### src/rtl/dma_pktz_pkg.sv
package dma_pktz_pkg;
  parameter int unsigned BEAT_BYTES = 16;
  parameter int unsigned PKT_BEATS  = 8;
  parameter int unsigned MAX_BYTES  = 16384;

  typedef enum logic [1:0] {
    KIND_BAD   = 2'd0,
    KIND_SMALL = 2'd1,
    KIND_BULK  = 2'd2
  } req_kind_e;
endpackage

### src/rtl/dma_size_chk.sv
module dma_size_chk
  import dma_pktz_pkg::*;
#(
  parameter int unsigned LEN_W      = 15,
  parameter int unsigned BEAT_BYTES = 16,
  parameter int unsigned MAX_BYTES  = 16384,
  localparam int unsigned OFF_W     = $clog2(BEAT_BYTES)
) (
  input  logic [OFF_W-1:0]      off_i,
  input  logic [LEN_W-1:0]      len_i,
  output req_kind_e             kind_o,
  output logic [BEAT_BYTES-1:0] be_o
);
  logic             small_sz, small_ok, bulk_ok;
  logic [OFF_W-1:0] len_lo;

  assign len_lo   = len_i[OFF_W-1:0];
  assign small_sz = (len_i != '0) && (len_i < LEN_W'(BEAT_BYTES)) &&
                    ((len_i & (len_i - 1'b1)) == '0);
  // power-of-two size: misaligned iff any offset bit below the size is set
  assign small_ok = small_sz && ((off_i & (len_lo - 1'b1)) == '0);
  assign bulk_ok  = (len_i != '0) && (len_lo == '0) &&
                    (len_i <= LEN_W'(MAX_BYTES)) && (off_i == '0);

  always_comb begin
    if (bulk_ok)       kind_o = KIND_BULK;
    else if (small_ok) kind_o = KIND_SMALL;
    else               kind_o = KIND_BAD;
  end

  always_comb begin
    be_o = '0;
    for (int b = 0; b < BEAT_BYTES; b++) begin
      if (bulk_ok) be_o[b] = 1'b1;
      else if ((b >= int'(off_i)) && (b < int'(off_i) + int'(len_i))) be_o[b] = 1'b1;
    end
  end
endmodule

### src/rtl/dma_beat_gen.sv
module dma_beat_gen #(
  parameter int unsigned ADDR_W     = 32,
  parameter int unsigned CNT_W      = 11,
  parameter int unsigned BEAT_BYTES = 16,
  parameter int unsigned PKT_BEATS  = 8,
  localparam int unsigned IDX_W     = (PKT_BEATS > 1) ? $clog2(PKT_BEATS) : 1
) (
  input  logic                  clk_i,
  input  logic                  rst_ni,
  input  logic                  load_i,
  input  logic [ADDR_W-1:0]     addr_i,
  input  logic [CNT_W-1:0]      nbeats_i,
  input  logic [BEAT_BYTES-1:0] be_i,
  output logic                  busy_o,
  output logic                  pkt_valid_o,
  input  logic                  pkt_ready_i,
  output logic [ADDR_W-1:0]     pkt_addr_o,
  output logic [BEAT_BYTES-1:0] pkt_be_o,
  output logic                  pkt_eop_o,
  output logic                  pkt_last_o
);
  logic                  busy_q;
  logic [ADDR_W-1:0]     addr_q;
  logic [CNT_W-1:0]      left_q;
  logic [IDX_W-1:0]      idx_q;
  logic [BEAT_BYTES-1:0] be_q;
  logic                  pop, last;

  assign last = (left_q == CNT_W'(1));
  assign pop  = busy_q && pkt_ready_i;

  always_ff @(posedge clk_i or negedge rst_ni) begin
    if (!rst_ni) begin
      busy_q <= 1'b0;
      addr_q <= '0;
      left_q <= '0;
      idx_q  <= '0;
      be_q   <= '0;
    end else if (load_i) begin
      busy_q <= 1'b1;
      addr_q <= addr_i;
      left_q <= nbeats_i;
      idx_q  <= '0;
      be_q   <= be_i;
    end else if (pop) begin
      if (last) begin
        busy_q <= 1'b0;
      end else begin
        addr_q <= addr_q + ADDR_W'(BEAT_BYTES);
        left_q <= left_q - 1'b1;
        idx_q  <= (idx_q == IDX_W'(PKT_BEATS - 1)) ? '0 : idx_q + 1'b1;
      end
    end
  end

  assign busy_o      = busy_q;
  assign pkt_valid_o = busy_q;
  assign pkt_addr_o  = addr_q;
  assign pkt_be_o    = be_q;
  assign pkt_last_o  = last;
  assign pkt_eop_o   = last || (idx_q == IDX_W'(PKT_BEATS - 1));

  AST_HOLD_STALL: assert property (@(posedge clk_i) disable iff (!rst_ni)
    pkt_valid_o && !pkt_ready_i |=> pkt_valid_o && $stable(pkt_addr_o) && $stable(pkt_be_o)
      && $stable(pkt_eop_o) && $stable(pkt_last_o));
  AST_ADDR_STEP: assert property (@(posedge clk_i) disable iff (!rst_ni)
    pkt_valid_o && pkt_ready_i && !pkt_last_o |=>
      pkt_valid_o && (pkt_addr_o == $past(pkt_addr_o) + ADDR_W'(BEAT_BYTES)));
endmodule

### src/rtl/dma_pktz.sv
module dma_pktz
  import dma_pktz_pkg::*;
#(
  parameter int unsigned ADDR_W     = 32,
  parameter int unsigned BEAT_BYTES = dma_pktz_pkg::BEAT_BYTES,
  parameter int unsigned PKT_BEATS  = dma_pktz_pkg::PKT_BEATS,
  parameter int unsigned MAX_BYTES  = dma_pktz_pkg::MAX_BYTES,
  localparam int unsigned LEN_W     = $clog2(MAX_BYTES) + 1,
  localparam int unsigned OFF_W     = $clog2(BEAT_BYTES),
  localparam int unsigned CNT_W     = LEN_W - OFF_W
) (
  input  logic                  clk_i,
  input  logic                  rst_ni,
  input  logic                  req_valid_i,
  output logic                  req_ready_o,
  input  logic [ADDR_W-1:0]     req_addr_i,
  input  logic [LEN_W-1:0]      req_len_i,
  output logic                  err_o,
  output logic                  pkt_valid_o,
  input  logic                  pkt_ready_i,
  output logic [ADDR_W-1:0]     pkt_addr_o,
  output logic [BEAT_BYTES-1:0] pkt_be_o,
  output logic                  pkt_eop_o,
  output logic                  pkt_last_o
);
  req_kind_e             kind;
  logic [BEAT_BYTES-1:0] be;
  logic [CNT_W-1:0]      nbeats;
  logic                  busy, accept, load, err_q;

  dma_size_chk #(
    .LEN_W(LEN_W), .BEAT_BYTES(BEAT_BYTES), .MAX_BYTES(MAX_BYTES)
  ) u_chk (
    .off_i (req_addr_i[OFF_W-1:0]),
    .len_i (req_len_i),
    .kind_o(kind),
    .be_o  (be)
  );

  assign accept = req_valid_i && req_ready_o;
  assign load   = accept && (kind != KIND_BAD);
  assign nbeats = (kind == KIND_BULK) ? req_len_i[LEN_W-1:OFF_W] : CNT_W'(1);

  dma_beat_gen #(
    .ADDR_W(ADDR_W), .CNT_W(CNT_W), .BEAT_BYTES(BEAT_BYTES), .PKT_BEATS(PKT_BEATS)
  ) u_gen (
    .clk_i      (clk_i),
    .rst_ni     (rst_ni),
    .load_i     (load),
    .addr_i     (req_addr_i),
    .nbeats_i   (nbeats),
    .be_i       (be),
    .busy_o     (busy),
    .pkt_valid_o(pkt_valid_o),
    .pkt_ready_i(pkt_ready_i),
    .pkt_addr_o (pkt_addr_o),
    .pkt_be_o   (pkt_be_o),
    .pkt_eop_o  (pkt_eop_o),
    .pkt_last_o (pkt_last_o)
  );

  always_ff @(posedge clk_i or negedge rst_ni) begin
    if (!rst_ni) err_q <= 1'b0;
    else         err_q <= accept && (kind == KIND_BAD);
  end

  assign err_o       = err_q;
  assign req_ready_o = !busy;

  AST_ERR_CAUSE: assert property (@(posedge clk_i) disable iff (!rst_ni)
    err_o |-> $past(req_valid_i && req_ready_o));
  AST_NO_PKT_ON_ERR: assert property (@(posedge clk_i) disable iff (!rst_ni)
    err_o |-> !pkt_valid_o && req_ready_o);
  AST_BE_NONZERO: assert property (@(posedge clk_i) disable iff (!rst_ni)
    pkt_valid_o |-> (pkt_be_o != '0));
  AST_BUSY_UNTIL_LAST: assert property (@(posedge clk_i) disable iff (!rst_ni)
    pkt_valid_o && !(pkt_ready_i && pkt_last_o) |=> pkt_valid_o && !req_ready_o);
endmodule

### config.mk
export PLATFORM = sky130hd
export DESIGN_NAME = dma_pktz
export DESIGN_NICKNAME = d
export VERILOG_FILES = /design/src/rtl/dma_pktz_pkg.sv /design/src/rtl/dma_size_chk.sv /design/src/rtl/dma_beat_gen.sv /design/src/rtl/dma_pktz.sv
export SDC_FILE = /design/constraint.sdc
export NUM_CORES = 1
export LEC_CHECK = 0
export ABC_AREA = 0
export BUFFER_PORTS_ARGS = -buffer_cell sky130_fd_sc_hd__buf_2
export CAP_MARGIN = 20
export CORE_ASPECT_RATIO = 0.75
export CORE_MARGIN = 2
export CORE_UTILIZATION = 54
export DETAILED_ROUTE_END_ITERATION = 10
export HOLD_SLACK_MARGIN = 0.03
export PLACE_DENSITY = 0.8
export SLEW_MARGIN = 30
export SYNTH_ARGS = -nofsm -noshare
export SYNTH_HDL_FRONTEND = slang
export SYNTH_SLANG_ARGS = --single-unit
export TNS_END_PERCENT = 5
### constraint.sdc
create_clock -name clk_i -period 2.7 [get_ports clk_i]
set_input_delay 0.81 -clock clk_i [delete_from_list [all_inputs] [get_ports clk_i]]
set_output_delay 0.81 -clock clk_i [all_outputs]
set_load 0.02 [all_outputs]
==> flow_metrics.tcl <==
set metrics [dict create \
    post-route-min-period_ns 2.70 \
    postSynth.asyncResetShare 1.00 \
    slowest_delay_ns 0.39 \
    drc 0 \
    tightestPinTransition_ns 0.765 \
    drt_first_iter_violations 275 \
    layout-drive-gt1-share 0.343 \
    post-dp-hpwl_mm 9.23 \
    cts_hold_repair.buffers 0 \
    arrival_ns 2.92 \
    cts.root.buffer_cell "sky130_fd_sc_hd__clkbuf_8" \
    global_route.overflow_total 0 \
    syn_inst 476 \
    power.total_w 0.00283 \
    design.core.area_mm2 0.00781 \
    power.static_leakage_nw 2.75 \
    worstSetupStartpointType "input port" \
    finalWirelength_mm 12.6 \
    postSynthAreaPerCell_um2 9.01 \
    syn_to_final_growth_pct 30.7 \
    synth_enable_flop_cells 0 \
    powerDensity_mw_per_mm2 505 \
    setup_viol 0 \
    n_antenna_cell 0 \
    timing.final.ws_setup_ns 0.00387 \
    crit_top_cell "sky130_fd_sc_hd__buf_6" \
    routabilityCongestion 0.894 \
    starting_utilization_of_the_core_area 0.549 \
    clock_tree.htree_level_count 3 \
    io_pins 104 \
    port_buffers 103 \
    slowest_stage "sky130_fd_sc_hd__or3_4" \
    end_kind "flop" \
    place_worst_setup_slack_ns -0.456 \
    syn-num-nets 543 \
    synth_top_flop_cell "sky130_fd_sc_hd__dfrtp_1" \
    list_of_cells_traversed_by_the_critical_path "buf_6 -> or3_4 -> ha_4 -> inv_2 -> a222oi_1 -> and4_4 -> o21a_4 -> buf_6 -> mux2i_1 -> a221o_1" \
    clock-sinks 64 \
    first_pass_grt_wire_length_mm 20.7 \
    path_clk_slew_ns 0.07 \
    via_per_inst 6.14 \
    critical_path.top_delay_family "compound AO/OA/AOI/OAI gates" \
    final-instance-count-excl-fill 740 \
    fmax_ghz 0.371 \
    avgRoutedWirePerCell_um 17.0 \
    outcome "finished, final reports clean" \
    placementRows 28 \
    route.antenna.remaining_nets 0 \
    finish.instance_area_mm2 0.00560 \
    synth-seq-area-share 0.374 \
    cts_tree "done" \
    path_max_fanout 5 \
    layout_worst_path_cycle_share 0.999 \
    cp.required_ns 2.92 \
    path_buf_inv 3 \
    fin_clk_skew_ns 0.0125 \
    cts.path.max_buffers 2 \
    finish.net_count 697 \
    number_of_failing_hold_endpoints_at_the_final_stage 0 \
    die_width_um 107 \
    unrepaired_setup_endpoints_after_global_routing "yes" \
    post-place-cells 722 \
    worst_slew_margin_rel 0.489 \
    synth.lib_cells_used.distinct 64 \
    synth.ff_latch_count 64 \
    timing.final.max_slew_violations 0 \
    die_area_mm2 0.00868 \
    die_height_um 81.2 \
    vias 4547 \
    grt_pass1_vias 4274 \
    vdd_ir_drop_max_mv 0.402 \
    grt_antenna_before_repair 0 \
    detail_route.first_pass.iterations 5 \
    grt_max_degree 29 \
    clk_latency_ns 0.34 \
    tritoncts.num_buffers 9 \
    postPlaceCellArea_mm2 0.00529 \
    holdCritPathClass "input port to asynchronous set/reset pin" \
    synthesis.yosys.warnings 0 \
    globalRouteTotalUtil 0.300 \
    worst-setup-path-type "input port to flop" \
    mapped_cell_area_mm2 0.00429 \
    max_cap_viol_count 0 \
]
layout by cell type (no fill, tap or decap), drive strengths merged, types with 15 or more instances in the layout:
| cell | count |
|---|---|
| a21oi | 16 |
| and3 | 18 |
| buf | 168 |
| dfrtp | 64 |
| ha | 15 |
| inv | 20 |
| mux2i | 17 |
| nand2 | 61 |
| nand3 | 29 |
| nand4 | 16 |
| nor2 | 20 |
| nor3 | 22 |
| o21ai | 23 |
worst reg2reg max path, stage by stage, from the launching register on:
cell	delay (ns)
sky130_fd_sc_hd__dfrtp_2	0.45
sky130_fd_sc_hd__ha_1	0.21
sky130_fd_sc_hd__nor4b_4	0.14
sky130_fd_sc_hd__and3_2	0.25
sky130_fd_sc_hd__nor2_2	0.61
sky130_fd_sc_hd__buf_4	0.35
sky130_fd_sc_hd__nand3_1	0.11
sky130_fd_sc_hd__a22oi_1	0.17
sky130_fd_sc_hd__nor3_1	0.08
kinds of logic after synthesis:
group           share of synthesized area
flops                               0.374
simple gates                        0.265
mux                                0.0423
fa+ha+maj                          0.0484
xor+xnor                           0.0163
compound gates                      0.201
buf+inv                            0.0537
flip-flops by register name, indices dropped and copies added (netlist names):
register          count
u_gen.pkt_addr_o     32
u_gen.pkt_be_o       16
u_gen.left_q         11
u_gen.idx_q           3
err_o                 1
u_gen.busy_o          1
power breakdown:
group          total, W  internal (W)  switching [W]  leakage (nW)
registers       0.00115       0.00105       0.000109         0.869
clock network  0.000888      0.000483       0.000405         0.103
logic          0.000789      0.000346       0.000443          1.78
total           0.00283       0.00188       0.000956          2.75
path summary, 6_finish.rpt:
path	startpoint	slack (ns)	endpoint	cells after the start
max	req_len_i[2]	0.004	u_gen.pkt_addr_o[10]	10
min	rst_ni	0.41	u_gen.left_q[4]	1
min reg2reg	u_gen.pkt_addr_o[3]	0.48	u_gen.pkt_addr_o[3]	2
max in group asynchronous	rst_ni	1.62	u_gen.pkt_be_o[7]	2
max reg2reg	u_gen.left_q[0]	0.22	u_gen.left_q[5]	8
min in group clk_i	u_gen.pkt_addr_o[3]	0.48	u_gen.pkt_addr_o[3]	2
per-layer routing:
layer / up-vias / wire [µm] / track usage
met2: 223 / 5970 / 0.497
met3: 20 / 939 / 0.0578
met5: - / 0 / 0
met4: 0 / 146 / 0.0714
met1: 2189 / 5520 / 0.410
li1: 2115 / - / -
Yosys cell counts, types with 2 or more instances:
cell type | n | area [µm²]
sky130_fd_sc_hd__a211o_1 | 3 | 26.3
sky130_fd_sc_hd__a211oi_1 | 5 | 37.5
sky130_fd_sc_hd__a21o_1 | 3 | 22.5
sky130_fd_sc_hd__a21oi_1 | 16 | 80.1
sky130_fd_sc_hd__a221o_1 | 8 | 80.1
sky130_fd_sc_hd__a221oi_1 | 5 | 43.8
sky130_fd_sc_hd__a22oi_1 | 7 | 52.6
sky130_fd_sc_hd__a31o_2 | 2 | 17.5
sky130_fd_sc_hd__a31oi_1 | 4 | 25.0
sky130_fd_sc_hd__a41oi_1 | 2 | 17.5
sky130_fd_sc_hd__and2_1 | 7 | 43.8
sky130_fd_sc_hd__and3_1 | 17 | 106
sky130_fd_sc_hd__and4_1 | 5 | 43.8
sky130_fd_sc_hd__buf_2 | 6 | 30.0
sky130_fd_sc_hd__buf_4 | 2 | 15.0
sky130_fd_sc_hd__buf_6 | 5 | 56.3
sky130_fd_sc_hd__clkbuf_1 | 11 | 41.3
sky130_fd_sc_hd__dfrtp_1 | 64 | 1600
sky130_fd_sc_hd__ha_1 | 15 | 188
sky130_fd_sc_hd__inv_1 | 18 | 67.6
sky130_fd_sc_hd__mux2i_1 | 17 | 170
sky130_fd_sc_hd__nand2_1 | 61 | 229
sky130_fd_sc_hd__nand2b_1 | 4 | 25.0
sky130_fd_sc_hd__nand3_1 | 29 | 145
sky130_fd_sc_hd__nand4_1 | 16 | 100
sky130_fd_sc_hd__nor2_1 | 20 | 75.1
sky130_fd_sc_hd__nor3_1 | 21 | 105
sky130_fd_sc_hd__nor3b_1 | 5 | 37.5
sky130_fd_sc_hd__nor4_1 | 9 | 56.3
sky130_fd_sc_hd__nor4_4 | 2 | 42.5
sky130_fd_sc_hd__o211a_1 | 2 | 20.0
sky130_fd_sc_hd__o211ai_1 | 11 | 82.6
sky130_fd_sc_hd__o21a_1 | 2 | 15.0
sky130_fd_sc_hd__o21ai_0 | 20 | 100
sky130_fd_sc_hd__o21ai_2 | 2 | 17.5
sky130_fd_sc_hd__o221a_2 | 6 | 67.6
sky130_fd_sc_hd__o31a_1 | 6 | 52.6
sky130_fd_sc_hd__or2_2 | 2 | 12.5
sky130_fd_sc_hd__or3_1 | 5 | 31.3
sky130_fd_sc_hd__xnor2_1 | 3 | 26.3
sky130_fd_sc_hd__xor2_1 | 5 | 43.8
through the flow:
stage | hold slack, ns | util | setup TNS (ns)
floorplan | 0.480 | - | -1.25
detailed placement | 0.466 | 0.677 | -20.62
CTS | 0.420 | 0.713 | -0.0657
global route | 0.423 | 0.717 | -0.333
finish | 0.409 | 0.717 | 0
global placement | 0.459 | 0.677 | -13.35
layout make-up:
| cell class | instances | area [µm²] |
|---|---|---|
| Clock buffer | 11 | 151 |
| Clock inverter | 5 | 62.6 |
| Sequential cell | 64 | 1600 |
| Timing Repair Buffer | 168 | 1060 |
| Multi-Input combinational cell | 369 | 2530 |
| Fill cell | 599 | 2210 |
| Inverter | 18 | 67.6 |
| Tap cell | 105 | 131 |
timing repair:
item | in CTS | in global routing
cloned | 0 | 0
setup endpoints to repair | 36 | 44
setup buffers | 2 | 0
gates resized for setup | 9 | 10
pin swaps | 5 | 3
No activity file was read; power rests on OpenSTA's default activity.
